--- src/rtl/vdp_port_pkg.sv ---
package vdp_port_pkg;

  // Meaning of bits [7:6] of the second control byte
  typedef enum logic [1:0] {
    CMD_RD_ADDR  = 2'b00,
    CMD_WR_ADDR  = 2'b01,
    CMD_REG_WR   = 2'b10,
    CMD_WR_ADDR2 = 2'b11
  } ctl_cmd_e;

  localparam int BYTE_W = 8;

endpackage

--- src/rtl/vdp_ctl_seq.sv ---
module vdp_ctl_seq
  import vdp_port_pkg::*;
#(
  parameter int ADDR_W = 14,
  parameter int NUM_W  = 6
) (
  input  logic              clk,
  input  logic              rst,
  input  logic              ctl_wr,
  input  logic              flush,
  input  logic [BYTE_W-1:0] wdata,
  output logic              reg_ev,
  output logic [NUM_W-1:0]  reg_num,
  output logic [BYTE_W-1:0] reg_val,
  output logic              adr_ev,
  output logic              adr_rd,
  output logic [ADDR_W-1:0] adr_val
);
  localparam int HI_W = ADDR_W - BYTE_W;

  logic              have_lo_q;
  logic [BYTE_W-1:0] lo_q;
  ctl_cmd_e          cmd;
  logic              second;

  always_ff @(posedge clk) begin
    if (rst) begin
      have_lo_q <= 1'b0;
      lo_q      <= '0;
    end else if (ctl_wr) begin
      if (have_lo_q) begin
        have_lo_q <= 1'b0;
      end else begin
        have_lo_q <= 1'b1;
        lo_q      <= wdata;
      end
    end else if (flush) begin
      have_lo_q <= 1'b0;
    end
  end

  always_comb begin
    cmd     = ctl_cmd_e'(wdata[BYTE_W-1 -: 2]);
    second  = ctl_wr && have_lo_q;
    reg_ev  = second && (cmd == CMD_REG_WR);
    adr_ev  = second && (cmd != CMD_REG_WR);
    adr_rd  = (cmd == CMD_RD_ADDR);
    reg_num = wdata[NUM_W-1:0];
    reg_val = lo_q;
    adr_val = {wdata[HI_W-1:0], lo_q};
  end

endmodule

--- src/rtl/vdp_reg_bank.sv ---
module vdp_reg_bank
  import vdp_port_pkg::*;
#(
  parameter int              NREG      = 64,
  parameter int              NUM_W     = 6,
  parameter int              BASE_REGS = 8,
  parameter int              KEY_REG   = 57,
  parameter logic [BYTE_W-1:0] KEY_VAL = 8'h1C,
  parameter int              SEL_REG   = 15,
  parameter int              SEL_W     = 4
) (
  input  logic                   clk,
  input  logic                   rst,
  input  logic                   wr_ev,
  input  logic [NUM_W-1:0]       wr_num,
  input  logic [BYTE_W-1:0]      wr_val,
  output logic [NREG*BYTE_W-1:0] regs_flat,
  output logic [SEL_W-1:0]       status_sel,
  output logic                   unlocked,
  output logic                   key_hit
);
  localparam int BASE_W = $clog2(BASE_REGS);

  logic [BYTE_W-1:0] bank_q [NREG];
  logic              armed_q;
  logic              open_q;
  logic [NUM_W-1:0]  eff_num;

  always_comb begin
    key_hit = wr_ev && (wr_num == NUM_W'(KEY_REG)) && (wr_val == KEY_VAL);
    eff_num = open_q ? wr_num
                     : {{(NUM_W-BASE_W){1'b0}}, wr_num[BASE_W-1:0]};
  end

  always_ff @(posedge clk) begin
    if (rst) begin
      for (int i = 0; i < NREG; i++) bank_q[i] <= '0;
    end else if (wr_ev) begin
      bank_q[eff_num] <= wr_val;
    end
  end

  // Unlock needs two key writes with no other register write between
  always_ff @(posedge clk) begin
    if (rst) begin
      armed_q <= 1'b0;
      open_q  <= 1'b0;
    end else if (wr_ev) begin
      if (key_hit) begin
        if (armed_q) open_q <= 1'b1;
        armed_q <= !armed_q;
      end else begin
        armed_q <= 1'b0;
      end
    end
  end

  for (genvar g = 0; g < NREG; g++) begin : g_flat
    assign regs_flat[g*BYTE_W +: BYTE_W] = bank_q[g];
  end

  assign status_sel = bank_q[SEL_REG][SEL_W-1:0];
  assign unlocked   = open_q;

endmodule

--- src/rtl/vdp_addr_unit.sv ---
module vdp_addr_unit
  import vdp_port_pkg::*;
#(
  parameter int ADDR_W = 14
) (
  input  logic              clk,
  input  logic              rst,
  input  logic              adr_ev,
  input  logic              adr_rd,
  input  logic [ADDR_W-1:0] adr_val,
  input  logic              dat_wr,
  input  logic              dat_rd,
  input  logic [BYTE_W-1:0] wdata,
  input  logic [BYTE_W-1:0] mem_rdata,
  output logic [ADDR_W-1:0] mem_addr,
  output logic              mem_we,
  output logic              mem_re,
  output logic [BYTE_W-1:0] mem_wdata,
  output logic [BYTE_W-1:0] rbuf
);
  logic [ADDR_W-1:0] ptr_q;
  logic              fill_q;

  always_ff @(posedge clk) begin
    if (rst) begin
      ptr_q     <= '0;
      mem_addr  <= '0;
      mem_we    <= 1'b0;
      mem_re    <= 1'b0;
      mem_wdata <= '0;
      fill_q    <= 1'b0;
      rbuf      <= '0;
    end else begin
      mem_we <= 1'b0;
      mem_re <= 1'b0;
      fill_q <= mem_re;
      if (fill_q) rbuf <= mem_rdata;
      if (adr_ev) begin
        if (adr_rd) begin
          mem_addr <= adr_val;
          mem_re   <= 1'b1;
          ptr_q    <= adr_val + 1'b1;
        end else begin
          ptr_q <= adr_val;
        end
      end else if (dat_wr) begin
        mem_addr  <= ptr_q;
        mem_we    <= 1'b1;
        mem_wdata <= wdata;
        ptr_q     <= ptr_q + 1'b1;
      end else if (dat_rd) begin
        mem_addr <= ptr_q;
        mem_re   <= 1'b1;
        ptr_q    <= ptr_q + 1'b1;
      end
    end
  end

endmodule

--- src/rtl/vdp_stat_unit.sv ---
module vdp_stat_unit
  import vdp_port_pkg::*;
#(
  parameter int          SEL_W   = 4,
  parameter logic [2:0]  DEV_ID  = 3'b111,
  parameter logic [7:0]  VERSION = 8'h13,
  parameter int          ID_IDX  = 1,
  parameter int          VER_IDX = 14
) (
  input  logic              clk,
  input  logic              rst,
  input  logic              vsync_pulse,
  input  logic              st_rd,
  input  logic [SEL_W-1:0]  sel,
  output logic [BYTE_W-1:0] st_val,
  output logic              vs_flag
);
  logic flag_q;

  always_comb begin
    if (sel == '0)                    st_val = {flag_q, 7'b0};
    else if (sel == SEL_W'(ID_IDX))   st_val = {DEV_ID, 5'b0};
    else if (sel == SEL_W'(VER_IDX))  st_val = VERSION;
    else                              st_val = '0;
  end

  always_ff @(posedge clk) begin
    if (rst)                          flag_q <= 1'b0;
    else if (vsync_pulse)             flag_q <= 1'b1;
    else if (st_rd && (sel == '0))    flag_q <= 1'b0;
  end

  assign vs_flag = flag_q;

endmodule

--- src/rtl/vdp_cpu_port.sv ---
module vdp_cpu_port
  import vdp_port_pkg::*;
#(
  parameter int          NREG    = 64,
  parameter int          ADDR_W  = 14,
  parameter int          KEY_REG = 57,
  parameter logic [7:0]  KEY_VAL = 8'h1C,
  parameter int          SEL_REG = 15,
  parameter logic [2:0]  DEV_ID  = 3'b111,
  parameter logic [7:0]  VERSION = 8'h13
) (
  input  logic                   clk,
  input  logic                   rst,
  input  logic                   cpu_wr,
  input  logic                   cpu_rd,
  input  logic                   cpu_ctl,
  input  logic [7:0]             cpu_wdata,
  output logic [7:0]             cpu_rdata,
  input  logic                   vsync_pulse,
  output logic [ADDR_W-1:0]      mem_addr,
  output logic                   mem_we,
  output logic                   mem_re,
  output logic [7:0]             mem_wdata,
  input  logic [7:0]             mem_rdata,
  output logic [NREG*8-1:0]      regs_flat
);
  localparam int NUM_W = $clog2(NREG);
  localparam int SEL_W = 4;

  logic              dat_wr, dat_rd, ctl_wr, st_rd, flush;
  logic              ev_reg;
  logic [NUM_W-1:0]  ev_num;
  logic [7:0]        ev_val;
  logic              adr_ev, adr_rd;
  logic [ADDR_W-1:0] adr_val;
  logic [SEL_W-1:0]  st_sel;
  logic [7:0]        st_val, rbuf;
  logic              unlocked, key_hit, vs_flag;

  always_comb begin
    dat_wr = cpu_wr && !cpu_ctl;
    ctl_wr = cpu_wr &&  cpu_ctl;
    dat_rd = cpu_rd && !cpu_ctl;
    st_rd  = cpu_rd &&  cpu_ctl;
    flush  = dat_wr || dat_rd || st_rd;
  end

  vdp_ctl_seq #(.ADDR_W(ADDR_W), .NUM_W(NUM_W)) u_seq (
    .clk(clk), .rst(rst), .ctl_wr(ctl_wr), .flush(flush), .wdata(cpu_wdata),
    .reg_ev(ev_reg), .reg_num(ev_num), .reg_val(ev_val),
    .adr_ev(adr_ev), .adr_rd(adr_rd), .adr_val(adr_val)
  );

  vdp_reg_bank #(.NREG(NREG), .NUM_W(NUM_W), .BASE_REGS(8), .KEY_REG(KEY_REG),
                 .KEY_VAL(KEY_VAL), .SEL_REG(SEL_REG), .SEL_W(SEL_W)) u_bank (
    .clk(clk), .rst(rst), .wr_ev(ev_reg), .wr_num(ev_num), .wr_val(ev_val),
    .regs_flat(regs_flat), .status_sel(st_sel), .unlocked(unlocked), .key_hit(key_hit)
  );

  vdp_addr_unit #(.ADDR_W(ADDR_W)) u_addr (
    .clk(clk), .rst(rst), .adr_ev(adr_ev), .adr_rd(adr_rd), .adr_val(adr_val),
    .dat_wr(dat_wr), .dat_rd(dat_rd), .wdata(cpu_wdata), .mem_rdata(mem_rdata),
    .mem_addr(mem_addr), .mem_we(mem_we), .mem_re(mem_re), .mem_wdata(mem_wdata),
    .rbuf(rbuf)
  );

  vdp_stat_unit #(.SEL_W(SEL_W), .DEV_ID(DEV_ID), .VERSION(VERSION)) u_stat (
    .clk(clk), .rst(rst), .vsync_pulse(vsync_pulse), .st_rd(st_rd), .sel(st_sel),
    .st_val(st_val), .vs_flag(vs_flag)
  );

  always_ff @(posedge clk) begin
    if (rst)         cpu_rdata <= '0;
    else if (dat_rd) cpu_rdata <= rbuf;
    else if (st_rd)  cpu_rdata <= st_val;
  end

endmodule

--- config.mk ---
export PLATFORM = sky130hd
export DESIGN_NAME = vdp_cpu_port
export DESIGN_NICKNAME = d
export VERILOG_FILES = /design/src/rtl/vdp_port_pkg.sv /design/src/rtl/vdp_ctl_seq.sv /design/src/rtl/vdp_reg_bank.sv /design/src/rtl/vdp_addr_unit.sv /design/src/rtl/vdp_stat_unit.sv /design/src/rtl/vdp_cpu_port.sv
export SDC_FILE = /design/constraint.sdc
export NUM_CORES = 1
export LEC_CHECK = 0
export ABC_CLOCK_PERIOD_IN_PS = 4900
export BUFFER_PORTS_ARGS = -buffer_cell sky130_fd_sc_hd__buf_2
export CAP_MARGIN = 20
export CORE_ASPECT_RATIO = 0.8
export CORE_MARGIN = 10
export CORE_UTILIZATION = 40
export CTS_CLUSTER_DIAMETER = 50
export DETAILED_ROUTE_END_ITERATION = 16
export GPL_ROUTABILITY_DRIVEN = 0
export GPL_TIMING_DRIVEN = 0
export PLACE_DENSITY = 0.63
export SETUP_SLACK_MARGIN = 0.2
export SYNTH_ARGS = -nofsm -noshare
export SYNTH_HDL_FRONTEND = slang
export SYNTH_SLANG_ARGS = --single-unit
--- constraint.sdc ---
create_clock -name clk -period 4.9 [get_ports clk]
set_clock_uncertainty 0.1 [all_clocks]
set_input_delay 0.49 -clock clk [delete_from_list [all_inputs] [get_ports clk]]
set_output_delay 0.49 -clock clk [all_outputs]
set_load 0.02 [all_outputs]
==> results summary <==
The initial core utilization came out at about two fifths. The leakage power of the design is about 11 nW. The synthesized design contains approximately 510 enable-type register cells.

CTS built an H-tree with a depth of 2. In the post-synthesis netlist, the cell with the most instances is sky130_fd_sc_hd__edfxtp_1. The synthesized net count is about 1700. The signed area change from the synthesized netlist to the final layout is 25.2%. TritonCTS built the clock tree. STA classifies the critical path endpoint as a flop. Global routing consumed, over all layers together, roughly a quarter of the routing resources. Among all flip-flop cells after synthesis, the most frequent one is sky130_fd_sc_hd__edfxtp_1.

The flow ran to the end, and the final reports show no timing, DRC or antenna violations. The relative slew slack is between 20 and 25%. After detailed routing, the number of vias per cell comes to 5.14. After floorplanning, the core was divided into between 70 and 80 placement rows. The startpoint identified for the worst register-to-register timing path is u_seq.reg_val[1]$_SDFFE_PP0P_. The overall die width came out at about 290 um. The power per cell area is about 390 nW/um2.

The first TritonRoute pass finished after 7 iterations. The number of design-rule violations left by the first detailed-router iteration is approximately 1300. The initial antenna violation count came out at 4. The number of distinct library cell variants in the gate-level netlist after synthesis came out at 49. The worst-case register-to-register setup slack is between 1.5 and 2 ns.

Synthesis produced a netlist whose cell count is about 1700. The end point of the worst hold path is u_addr.rbuf[2]$_SDFFE_PP0P_. The first global-routing pass estimated 115000 um of wire. The critical path is of the in2reg type. The synthesized design spends more area on one cell type than any other, namely sky130_fd_sc_hd__edfxtp_1. The number of endpoints failing setup at the final stage is 0.

The final critical-path required period came out at 3.48 ns. No sink is reached through more buffers than the 3 on the longest clock path. The total DRC errors in the routed layout came out at 0. Sequential cells were found to cover between 70 and 80% of the synthesized design area.

The maximum achievable frequency came out at 287 MHz. The arrival time of data at the critical path endpoint is 3.66 ns. The total die area is roughly 67000 um2.

The worst hold path belongs to the class in2reg. After synthesis, the most frequently instantiated cells are sky130_fd_sc_hd__edfxtp_1 (512), sky130_fd_sc_hd__and2_1 (388), sky130_fd_sc_hd__nor3_1 (126), sky130_fd_sc_hd__nor2_1 (124), sky130_fd_sc_hd__clkbuf_1 (105). The count of hold buffers inserted by post-cts repair is 0. The worst-skew pair later-pin latency came out at 0.61 ns. Setup repair after global routing left no endpoint under its margin. The startpoint of the most critical hold path is mem_rdata[2].

In this run the vertical extent of the chip is roughly 230 um. The final routed wirelength across all metal layers came out at around 83000 um. The net count of the finished layout is ~2300. The root buffer cell chosen for the clock tree is sky130_fd_sc_hd__clkbuf_16. The routed length per instance is ~27 um. The cell area after synthesis came out at around 23000 um2.

The multi-input logic area is 5570 um2. The count of nets left with antenna violations once routing finished came out at 0. The synthesis warning total is 0. The storage element area is between 15000 and 20000 um2.

The number of instances resized during post-cts repair came out at 0. STA classifies the critical path startpoint as an input pin. The number of global-route vias before repair is between 15000 and 20000. In this run the worst setup path begins at cpu_wdata[2]. The total CTS buffers is 59. The maximum number of pins on one net before global-route repair came out at 15. The number of filler instances in the final layout is between 4000 and 5000. The core region is ~57000 um2. The share of the core filled with cells came out at 50.5%. Of the post-synthesis cell area, the dominant cell type holds slightly below 70%.

The worst register-to-register path has a depth of 8. The fraction of final layout cells with drive strength greater than 1 is a little under a third. The worst-case IR drop observed on VDD is about 0.26 mV.

The post-synthesis sequential element count is ~580. The transition time of the tightest slew-check pin is between 1 and 1.5 ns. The largest fanout of any net on the critical path came out at 10.

The average footprint of a synthesized cell is 13.8 um2. The number of setup buffers added after CTS is 0. The total count of max-transition violations in the final report came out at 0. The required arrival time at the worst endpoint came out at approximately 5 ns. The final hold violation count is 0. By area the synthesized netlist is led by sky130_fd_sc_hd__edfxtp_1 (67%), sky130_fd_sc_hd__and2_1 (11%), sky130_fd_sc_hd__dfxtp_1 (5.9%), sky130_fd_sc_hd__nor3_1 (2.8%), sky130_fd_sc_hd__nor2_1 (2.0%). In this run the tool buffered the top-level ports with about 560 buffer cells. The routed layout has between 15000 and 20000 vias. Across the run, the number of max-cap violations was 0. The proportion of synthesized flip-flops having asynchronous set or reset came out at 0%. The final critical-path share of the clock period is between 70% and 80%. The total global routing overflow came out at 0. The hold path depth came out at 3. The number of primary I/O pins is 566.

Counting every sink on the clock net gives ~580. The HPWL after detailed placement came out at roughly 62000 um. For the final routed database, the setup TNS stands at 0 ns. The total power after layout is 11.1 mW. The terminus of the critical flop-to-flop path is u_addr.ptr_q[1]$_SDFFE_PP0P_. The clock transition at the registers of the reported paths came out at 0.06 ns.
## critical path, cell delays in order
cell,delay (ns)
sky130_fd_sc_hd__buf_2,0.12
sky130_fd_sc_hd__buf_1,0.50
sky130_fd_sc_hd__nand3b_1,0.76
sky130_fd_sc_hd__clkbuf_1,0.69
sky130_fd_sc_hd__nor2_1,0.69
sky130_fd_sc_hd__or2_2,0.39
## how the worst max path moves through the flow
stage | end | slack, ns | cells after the start
finish | u_bank.bank_q[54][6]$_SDFFCE_PN0P_ | 1.42 | 6
global route | u_bank.bank_q[54][6]$_SDFFCE_PN0P_ | 1.41 | 6
CTS | u_bank.bank_q[54][6]$_SDFFCE_PN0P_ | 1.57 | 6
detailed placement | u_bank.bank_q[54][7]$_SDFFCE_PN0P_ | 0.93 | 6
global placement | u_bank.bank_q[54][7]$_SDFFCE_PN0P_ | 0.98 | 6
floorplan | u_bank.bank_q[59][0]$_SDFFCE_PN0P_ | 2.63 | 7
## cell families (layout without fill, tap and decap cells)
group / Yosys count / count (layout) / synth area share, %
adders and majority gates: 3 / 3 / 0.165
DFF: 579 / 579 / 73.4
and+or+nand+nor: 843 / 843 / 20.8
buffers and inverters: 127 / 792 / 2.17
muxes: 16 / 16 / 0.703
other: 0 / 12 / 0
xor gates and xnor gates: 23 / 23 / 0.884
AOI/OAI and AO/OA: 64 / 64 / 1.89
## sequential cells by signal, summed over array words and instances, names as in the netlist
register,cells
u_addr.ptr_q,14
u_addr.rbuf,8
cpu_rdata,8
u_addr.mem_we,1
u_seq.have_lo_q,1
u_bank.bank_q,512
u_seq.reg_val,8
u_bank.armed_q,1
u_addr.mem_re,1
u_bank.unlocked,1
u_addr.mem_wdata,8
u_addr.mem_addr,14
u_addr.fill_q,1
u_stat.vs_flag,1
## metrics by stage
step	setup slack (ns)	cells	area (um2)	hold slack, ns
floorplan	2.63	1655	22800	0.346
global placement	0.979	2977	26500	0.343
detailed placement	0.934	2980	26600	0.348
CTS	1.57	3078	28500	0.00105
global route	1.41	3081	28500	0.0245
finish	1.42	3092	28500	0.0278
## layout by cell type (no fill, tap or decap), drive strengths merged, types with 12 or more instances in the layout
cell type | netlist | layout
or2 | 64 | 64
and2 | 388 | 388
clkinv | 2 | 21
mux2i | 16 | 16
a21oi | 17 | 17
nor3 | 127 | 127
nand3 | 18 | 18
nor2 | 124 | 124
dfxtp | 67 | 67
nand4 | 13 | 13
nand2b | 13 | 13
xnor2 | 14 | 14
edfxtp | 512 | 512
a311oi | 14 | 14
diode | 0 | 12
nand2 | 62 | 62
clkbuf | 105 | 178
buf | 17 | 583
## power breakdown
part	leakage, nW	switching (mW)	total [mW]	internal [mW]
Sequential	5.46	0.108	5.69	5.58
Combinational	4.43	0.735	0.966	0.231
Clock	0.920	1.89	4.44	2.55
Total	10.8	2.73	11.1	8.36
## layer usage
| metal | global-route usage, % | vias to the layer above | wire length [um] |
|---|---|---|---|
| li1 | - | 7076 | - |
| met1 | 29.6 | 7908 | 32600 |
| met2 | 40.1 | 781 | 40900 |
| met3 | 6.89 | 123 | 7760 |
| met4 | 7.26 | 0 | 2100 |
| met5 | 0 | - | 0 |
## final cells by class
type / instances / area share (%)
Antenna cell: 12 / 0.105
Sequential cell: 579 / 58.6
Timing Repair Buffer: 567 / 10.1
Clock buffer: 72 / 5.69
Buffer: 122 / 1.67
Inverter: 5 / 0.0658
Tap cell: 760 / 3.33
Multi-Input combinational cell: 949 / 19.5
Clock inverter: 26 / 0.886
Power figures use the tool's default switching activity.
